`src/rtl/pds_pkg.sv`:
```
package pds_pkg;

    localparam int BIT_RST  = 0;
    localparam int BIT_ISO  = 1;
    localparam int BIT_PON  = 2;
    localparam int BIT_PON2 = 3;
    localparam int BIT_CKD  = 4;
    localparam int SRAM_LSB = 8;

    typedef enum logic [4:0] {
        ST_IDLE,
        ST_U_PON, ST_U_PON2, ST_U_WSTAT, ST_U_CKEN, ST_U_ISO, ST_U_RST,
        ST_U_SRAM, ST_U_WSRAM, ST_U_BP, ST_U_WBP,
        ST_D_BP, ST_D_WBP, ST_D_SRAM, ST_D_WSRAM, ST_D_ISO, ST_D_RST,
        ST_D_CKD, ST_D_PON, ST_D_PON2, ST_D_WSTAT
    } seq_st_e;

    typedef enum logic [3:0] {
        OP_NONE,
        OP_SET_PON, OP_SET_PON2, OP_CLR_CKD, OP_CLR_ISO, OP_SET_RST, OP_CLR_SRAM,
        OP_SET_SRAM, OP_SET_ISO, OP_CLR_RST, OP_SET_CKD, OP_CLR_PON, OP_CLR_PON2
    } ctrl_op_e;

    function automatic logic is_wait(input seq_st_e s);
        return (s == ST_U_WSTAT) || (s == ST_U_WSRAM) || (s == ST_U_WBP) ||
               (s == ST_D_WBP)   || (s == ST_D_WSRAM) || (s == ST_D_WSTAT);
    endfunction

    function automatic ctrl_op_e op_of(input seq_st_e s);
        case (s)
            ST_U_PON:  return OP_SET_PON;
            ST_U_PON2: return OP_SET_PON2;
            ST_U_CKEN: return OP_CLR_CKD;
            ST_U_ISO:  return OP_CLR_ISO;
            ST_U_RST:  return OP_SET_RST;
            ST_U_SRAM: return OP_CLR_SRAM;
            ST_D_SRAM: return OP_SET_SRAM;
            ST_D_ISO:  return OP_SET_ISO;
            ST_D_RST:  return OP_CLR_RST;
            ST_D_CKD:  return OP_SET_CKD;
            ST_D_PON:  return OP_CLR_PON;
            ST_D_PON2: return OP_CLR_PON2;
            default:   return OP_NONE;
        endcase
    endfunction

endpackage

```
`src/rtl/pds_ctrl_word.sv`:
```
module pds_ctrl_word
    import pds_pkg::*;
#(
    parameter int SRAM_W = 4,
    localparam int CTRL_W = SRAM_LSB + SRAM_W
) (
    input  logic              clk,
    input  logic              rst,
    input  ctrl_op_e          op,
    output logic [CTRL_W-1:0] word
);

    logic [CTRL_W-1:0] sram_mask;
    logic [CTRL_W-1:0] off_word;

    for (genvar g = 0; g < CTRL_W; g++) begin : g_mask
        assign sram_mask[g] = (g >= SRAM_LSB);
    end

    assign off_word = sram_mask | (CTRL_W'(1) << BIT_ISO) | (CTRL_W'(1) << BIT_CKD);

    always_ff @(posedge clk) begin
        if (rst) begin
            word <= off_word;
        end else begin
            case (op)
                OP_SET_PON:  word[BIT_PON]  <= 1'b1;
                OP_SET_PON2: word[BIT_PON2] <= 1'b1;
                OP_CLR_CKD:  word[BIT_CKD]  <= 1'b0;
                OP_CLR_ISO:  word[BIT_ISO]  <= 1'b0;
                OP_SET_RST:  word[BIT_RST]  <= 1'b1;
                OP_CLR_SRAM: word <= word & ~sram_mask;
                OP_SET_SRAM: word <= word | sram_mask;
                OP_SET_ISO:  word[BIT_ISO]  <= 1'b1;
                OP_CLR_RST:  word[BIT_RST]  <= 1'b0;
                OP_SET_CKD:  word[BIT_CKD]  <= 1'b1;
                OP_CLR_PON:  word[BIT_PON]  <= 1'b0;
                OP_CLR_PON2: word[BIT_PON2] <= 1'b0;
                default:     word <= word;
            endcase
        end
    end

endmodule

```
`src/rtl/pds_timeout.sv`:
```
module pds_timeout #(
    parameter int TMO_CYCLES = 64,
    localparam int CW = $clog2(TMO_CYCLES + 1)
) (
    input  logic clk,
    input  logic rst,
    input  logic run,
    output logic expired
);

    logic [CW-1:0] cnt;

    always_ff @(posedge clk) begin
        if (rst || !run) begin
            cnt <= CW'(TMO_CYCLES - 1);
        end else if (cnt != '0) begin
            cnt <= cnt - 1'b1;
        end
    end

    assign expired = run && (cnt == '0);

endmodule

```
`src/rtl/pds_fsm.sv`:
```
module pds_fsm
    import pds_pkg::*;
#(
    parameter int              ACK_W    = 4,
    parameter logic [ACK_W-1:0] ACK_MASK = '1,
    parameter bit              USE_BP   = 1'b1
) (
    input  logic             clk,
    input  logic             rst,
    input  logic             req_valid,
    input  logic             req_on,
    input  logic             stat_a,
    input  logic             stat_b,
    input  logic [ACK_W-1:0] sram_ack,
    input  logic             bp_ack,
    input  logic             expired,
    output seq_st_e          st,
    output logic             bp_req,
    output logic             done,
    output logic             tmo,
    output logic             err,
    output logic             busy
);

    localparam bit HAS_SRAM_WAIT = (ACK_MASK != '0);

    logic dom_on;
    logic sram_all_low;
    logic sram_all_high;

    assign sram_all_low  = ((sram_ack & ACK_MASK) == '0);
    assign sram_all_high = ((sram_ack & ACK_MASK) == ACK_MASK);
    assign busy          = (st != ST_IDLE);

    always_ff @(posedge clk) begin
        if (rst) begin
            st     <= ST_IDLE;
            dom_on <= 1'b0;
            bp_req <= USE_BP;
            done   <= 1'b0;
            tmo    <= 1'b0;
            err    <= 1'b0;
        end else begin
            done <= 1'b0;
            tmo  <= 1'b0;
            case (st)
                ST_IDLE: begin
                    if (req_valid) begin
                        err <= 1'b0;
                        if (req_on == dom_on) begin
                            done <= 1'b1;
                        end else if (req_on) begin
                            st <= ST_U_PON;
                        end else begin
                            st <= USE_BP ? ST_D_BP : ST_D_SRAM;
                        end
                    end
                end
                ST_U_PON:  st <= ST_U_PON2;
                ST_U_PON2: st <= ST_U_WSTAT;
                ST_U_WSTAT: begin
                    if (stat_a && stat_b) begin
                        st <= ST_U_CKEN;
                    end else if (expired) begin
                        st <= ST_IDLE; err <= 1'b1; tmo <= 1'b1;
                    end
                end
                ST_U_CKEN: st <= ST_U_ISO;
                ST_U_ISO:  st <= ST_U_RST;
                ST_U_RST:  st <= ST_U_SRAM;
                ST_U_SRAM: begin
                    if (HAS_SRAM_WAIT) begin
                        st <= ST_U_WSRAM;
                    end else if (USE_BP) begin
                        st <= ST_U_BP;
                    end else begin
                        st <= ST_IDLE; dom_on <= 1'b1; done <= 1'b1;
                    end
                end
                ST_U_WSRAM: begin
                    if (sram_all_low) begin
                        if (USE_BP) begin
                            st <= ST_U_BP;
                        end else begin
                            st <= ST_IDLE; dom_on <= 1'b1; done <= 1'b1;
                        end
                    end else if (expired) begin
                        st <= ST_IDLE; err <= 1'b1; tmo <= 1'b1;
                    end
                end
                ST_U_BP: begin
                    bp_req <= 1'b0;
                    st     <= ST_U_WBP;
                end
                ST_U_WBP: begin
                    if (!bp_ack) begin
                        st <= ST_IDLE; dom_on <= 1'b1; done <= 1'b1;
                    end else if (expired) begin
                        st <= ST_IDLE; err <= 1'b1; tmo <= 1'b1;
                    end
                end
                ST_D_BP: begin
                    bp_req <= 1'b1;
                    st     <= ST_D_WBP;
                end
                ST_D_WBP: begin
                    if (bp_ack) begin
                        st <= ST_D_SRAM;
                    end else if (expired) begin
                        st <= ST_IDLE; err <= 1'b1; tmo <= 1'b1;
                    end
                end
                ST_D_SRAM: st <= HAS_SRAM_WAIT ? ST_D_WSRAM : ST_D_ISO;
                ST_D_WSRAM: begin
                    if (sram_all_high) begin
                        st <= ST_D_ISO;
                    end else if (expired) begin
                        st <= ST_IDLE; err <= 1'b1; tmo <= 1'b1;
                    end
                end
                ST_D_ISO:  st <= ST_D_RST;
                ST_D_RST:  st <= ST_D_CKD;
                ST_D_CKD:  st <= ST_D_PON;
                ST_D_PON:  st <= ST_D_PON2;
                ST_D_PON2: st <= ST_D_WSTAT;
                ST_D_WSTAT: begin
                    if (!stat_a && !stat_b) begin
                        st <= ST_IDLE; dom_on <= 1'b0; done <= 1'b1;
                    end else if (expired) begin
                        st <= ST_IDLE; err <= 1'b1; tmo <= 1'b1;
                    end
                end
                default: st <= ST_IDLE;
            endcase
        end
    end

endmodule

```
`src/rtl/pwr_domain_seq.sv`:
```
module pwr_domain_seq
    import pds_pkg::*;
#(
    parameter int               SRAM_W        = 4,
    parameter int               ACK_W         = 4,
    parameter logic [ACK_W-1:0] SRAM_ACK_MASK = '1,
    parameter bit               USE_BUSPROT   = 1'b1,
    parameter int               TMO_CYCLES    = 64,
    localparam int              CTRL_W        = SRAM_LSB + SRAM_W
) (
    input  logic              clk,
    input  logic              rst,
    input  logic              req_valid,
    input  logic              req_on,
    input  logic              stat_ack_a,
    input  logic              stat_ack_b,
    input  logic [ACK_W-1:0]  sram_ack,
    input  logic              bp_ack,
    output logic [CTRL_W-1:0] ctrl_word,
    output logic              bp_req,
    output logic              done,
    output logic              err,
    output logic              tmo,
    output logic              busy
);

    seq_st_e st;
    logic    expired;

    pds_fsm #(
        .ACK_W    (ACK_W),
        .ACK_MASK (SRAM_ACK_MASK),
        .USE_BP   (USE_BUSPROT)
    ) u_fsm (
        .clk       (clk),
        .rst       (rst),
        .req_valid (req_valid),
        .req_on    (req_on),
        .stat_a    (stat_ack_a),
        .stat_b    (stat_ack_b),
        .sram_ack  (sram_ack),
        .bp_ack    (bp_ack),
        .expired   (expired),
        .st        (st),
        .bp_req    (bp_req),
        .done      (done),
        .tmo       (tmo),
        .err       (err),
        .busy      (busy)
    );

    pds_timeout #(
        .TMO_CYCLES (TMO_CYCLES)
    ) u_tmo (
        .clk     (clk),
        .rst     (rst),
        .run     (is_wait(st)),
        .expired (expired)
    );

    pds_ctrl_word #(
        .SRAM_W (SRAM_W)
    ) u_word (
        .clk  (clk),
        .rst  (rst),
        .op   (op_of(st)),
        .word (ctrl_word)
    );

endmodule

```
`config.mk`:
```
export PLATFORM = sky130hd
export DESIGN_NAME = pwr_domain_seq
export DESIGN_NICKNAME = d
export VERILOG_FILES = /design/src/rtl/pds_pkg.sv /design/src/rtl/pds_ctrl_word.sv /design/src/rtl/pds_timeout.sv /design/src/rtl/pds_fsm.sv /design/src/rtl/pwr_domain_seq.sv
export SDC_FILE = /design/constraint.sdc
export NUM_CORES = 1
export LEC_CHECK = 0
export BUFFER_PORTS_ARGS = -buffer_cell sky130_fd_sc_hd__buf_2
export CAP_MARGIN = 20
export CORE_MARGIN = 10
export CORE_UTILIZATION = 25
export CTS_CLUSTER_DIAMETER = 60
export DETAILED_ROUTE_END_ITERATION = 6
export PLACE_DENSITY_LB_ADDON = 0.1
export SYNTH_ARGS = -nofsm -noshare
export SYNTH_HDL_FRONTEND = slang
export SYNTH_SLANG_ARGS = --single-unit
```
`constraint.sdc`:
```
create_clock -name clk -period 4.58 [get_ports clk]
set_input_delay 0.458 -clock clk [delete_from_list [all_inputs] [get_ports clk]]
set_output_delay 0.458 -clock clk [all_outputs]
set_load 0.1 [all_outputs]
```
==> insert_results.sql <==
INSERT INTO impl_metrics (metric_group, metric, value, unit) VALUES
('outcome', 'status', 'finished clean', ''),
('min_path', 'holdCritStartpoint', 'req_valid', ''),
('min_path', 'min-delay-path-class', 'input port to flip-flop', ''),
('routing', 'vias', '1634', ''),
('sta', 'finalWorstSetupSlack', '1.30', 'ns'),
('clock_network', 'cts_htree_levels', '1', ''),
('setup_path', 'crit_path_end_kind', 'flip-flop', ''),
('synthesis', 'yosysSeqAreaShare', '28.4', '%'),
('synthesis', 'synth-edff-count', '0', ''),
('clock_network', 'cts.path.max_buffers', '2', ''),
('placed_design', 'gp_congestion', '0.796', ''),
('global_routing', 'antenna_found_initial', '0', ''),
('cells_and_area', 'instances_no_fill', '337', ''),
('global_routing', 'grt_max_degree', '23', ''),
('global_routing', 'grt-ovfl-total', '0', ''),
('routing', 'remaining_antenna_violation_count_after_routing', '0', ''),
('setup_path', 'rrSetupSlack', '1.30', 'ns'),
('placed_design', 'hpwl', '3.61', 'mm'),
('cells_and_area', 'multiInputGateArea', '1180', 'µm²'),
('placed_design', 'placed_instances', '333', ''),
('cells_and_area', 'design_area', '2050', 'µm²'),
('sta', 'layout_min_cycle_time', '3.28', 'ns'),
('floorplan', 'die_area', '11500', 'µm²'),
('synthesis', 'synthFlopType', 'dfxtp_1', ''),
('global_routing', 'grt_pass1_vias', '1581', ''),
('routing', 'remaining_drc_errors', '0', ''),
('floorplan', 'floorplan.die.width', '107', 'µm'),
('clock_network', 'post_cts_hold_fix_bufs', '0', ''),
('synthesis', 'synth_cell_type_count', '65', ''),
('sta', 'layout_worst_path_cycle_share', '71.7', '%'),
('synthesis', 'synth_warnings', '0', ''),
('routing', 'avgRoutedWirePerCell', '14.3', 'µm'),
('routing', 'avgViaCountPerCell', '4.85', ''),
('min_path', 'worst_hold_path.num_cells', '3', ''),
('cells_and_area', 'register_area', '541', 'µm²'),
('clock_network', 'tritoncts', 'done', ''),
('routing', 'drt_iter0_drcs', '77', ''),
('power_and_ir_drop', 'vdd.ir_drop.worst', '0.000158', 'V'),
('cells_and_area', 'nets', '255', ''),
('clock_network', 'cts_sink_count', '27', ''),
('synthesis', 'synth.avg_cell_area', '8.23', 'µm²'),
('setup_path', 'reg2reg_depth', '9', ''),
('synthesis', 'synth_top_area_share', '28.4', '%'),
('clock_network', 'root_buffer', 'clkbuf_8', ''),
('clock_network', 'post_cts_resize_count', '0', ''),
('synthesis', 'synth.ff_latch_count', '27', ''),
('setup_path', 'worst_r2r_startpoint', 'u_fsm.st[3]$_SDFFE_PP0P_', ''),
('floorplan', 'floorplan.initialDensity', '25.9', '%'),
('power_and_ir_drop', 'power_density', '517', 'nW/µm²'),
('job', 'max_cap_viol_count', '0', ''),
('cells_and_area', 'num-fill-cells', '813', ''),
('sta', 'fmaxAchievable', '304', 'MHz'),
('setup_path', 'r2r-end', 'u_word.op[2]$_DFF_P_', ''),
('sta', 'setup_violations', '0', ''),
('routing', 'detail_route.wirelength', '4.83', 'mm'),
('synthesis', 'post_synthesis_instance_area', '1900', 'µm²'),
('placed_design', 'post_placement_cell_area', '2000', 'µm²'),
('sta', 'worst_margin_slew', '0.816', 'ns'),
('synthesis', 'synth_top_cells_by_area', 'dfxtp_1, o21ai_0, buf_4', ''),
('clock_network', 'cts_buffers', '3', ''),
('setup_path', 'setup.worst_path.class', 'flip-flop to flip-flop', ''),
('setup_path', 'worstSetupStartpointType', 'flip-flop', ''),
('cells_and_area', 'area_delta_synth_final', '7.57', '%'),
('sta', 'slew-limit-headroom', '45.5', '%'),
('setup_path', 'worstPathRequired', '4.77', 'ns'),
('sta', 'final_report_max_slew_violation_count', '0', ''),
('clock_network', 'cts_setup_buffers', '0', ''),
('setup_path', 'cp.arrival', '3.47', 'ns'),
('sta', 'timing_hold_violations_final', '0', ''),
('placed_design', 'placement.setup.worst_slack', '1.41', 'ns'),
('global_routing', 'wire_length_of_the_first_global_routing_pass', '8.17', 'mm');
[metrics by stage]
step / utilization [%] / hold WS [ns] / total power, µW
after global routing: 27.9 / 0.474 / 1140
final: 27.9 / 0.466 / 1060
after CTS: 27.9 / 0.460 / 1070
after detailed placement: 27.2 / 0.454 / 912
after global placement: 27.2 / 0.448 / 930
after floorplan: - / 0.438 / 829
[metal layers]
metal / vias up / global-route usage [%] / routed length [µm]
li1: 843 / - / -
met1: 760 / 11.5 / 2420
met2: 29 / 13.3 / 2170
met3: 2 / 2.16 / 215
met4: 0 / 1.93 / 24
met5: - / 0 / 0
[cells in the final DEF, fill, tap and decap left out, types with 2 or more instances in the layout]
cell      count
conb_1        3
or4_1         2
and3_1        2
nor2_1       18
nor4_1        2
nand4_1       2
nand3_1       3
a311oi_1      2
nor3_1        7
o311ai_0      2
nand2_1      15
a211oi_1      4
dfxtp_1      27
nor3b_1       2
or2_4         2
nand3b_1      2
ha_1          5
nor3b_2       2
xor2_1        3
o22ai_1       2
and2_1        5
o311a_1       2
nand2b_1      8
a21oi_1       9
o211a_1       2
xnor2_1       5
o211ai_1      3
o21a_1        3
o31a_1        2
o21ai_0      20
inv_1         9
mux2i_1       2
a311o_1       2
nor2b_1       2
buf_2        24
clkbuf_8      3
a31oi_1       3
[worst max-delay path, cell delays in order (launching register included)]
cell	delay, ns
dfxtp_1	0.87
nand3b_1	0.32
o311ai_0	0.58
o211ai_1	0.21
a311oi_1	0.49
inv_1	0.12
ha_1	0.25
nand2_1	0.06
o21ai_0	0.07
a32o_1	0.21
[cell type report]
class                           instances  area share, %
Sequential cell                        27           26.4
Timing Repair Buffer                   24           5.87
Clock inverter                          1          0.367
Inverter                                9           1.65
Tap cell                               99           6.06
Multi-Input combinational cell        174           57.6
Clock buffer                            3           2.02
[kinds of logic after synthesis]
| logic type | after synthesis | synth area share, % |
|---|---|---|
| multiplexers | 2 | 1.05 |
| flip-flops | 27 | 28.4 |
| XOR/XNOR | 8 | 3.68 |
| adder cells (fa/ha/maj) | 5 | 3.29 |
| AO/OA/AOI/OAI | 70 | 25.8 |
| other | 1 | 0.197 |
| buffers and inverters | 32 | 10.0 |
| AND/OR/NAND/NOR | 86 | 27.6 |
[Yosys cell counts (all sizes together) (3+ instances only)]
library cell  instances
dfxtp                27
o21ai                21
buf                  18
nor2                 18
nand2                15
a21oi                10
inv                   9
nor3                  9
nand2b                8
and2                  5
clkbuf                5
ha                    5
xnor2                 5
a211oi                4
nor3b                 4
a31oi                 3
nand3                 3
nor2b                 3
nor4                  3
o211ai                3
o21a                  3
or2                   3
xor2                  3
[report_power, final]
group,switching [µW],total [µW],internal (µW)
Clock,89.2,151,62.0
Combinational,356,545,189
Sequential,91.8,361,270
[sequential cells by signal, indices dropped and copies added, names as in the netlist, 4 cells and up]
signal,count
u_tmo.cnt,7
u_word.word,6
u_fsm.st,5
u_word.op,4
[how the worst max path moves through the flow]
stage | from | endpoint | slack [ns] | cells after the start
finish | u_fsm.st[3]$_SDFFE_PP0P_ | u_word.op[2]$_DFF_P_ | 1.30 | 9
global route | u_fsm.st[3]$_SDFFE_PP0P_ | u_word.op[2]$_DFF_P_ | 0.97 | 9
CTS | u_fsm.st[3]$_SDFFE_PP0P_ | u_word.op[2]$_DFF_P_ | 1.36 | 9
global placement | u_fsm.st[3]$_SDFFE_PP0P_ | u_word.op[2]$_DFF_P_ | 1.41 | 9
floorplan | u_fsm.st[0]$_SDFFE_PP0P_ | u_word.op[2]$_DFF_P_ | 2.08 | 12
detailed placement | u_fsm.st[3]$_SDFFE_PP0P_ | u_word.op[2]$_DFF_P_ | 1.41 | 9
Power figures use the tool's default switching activity.
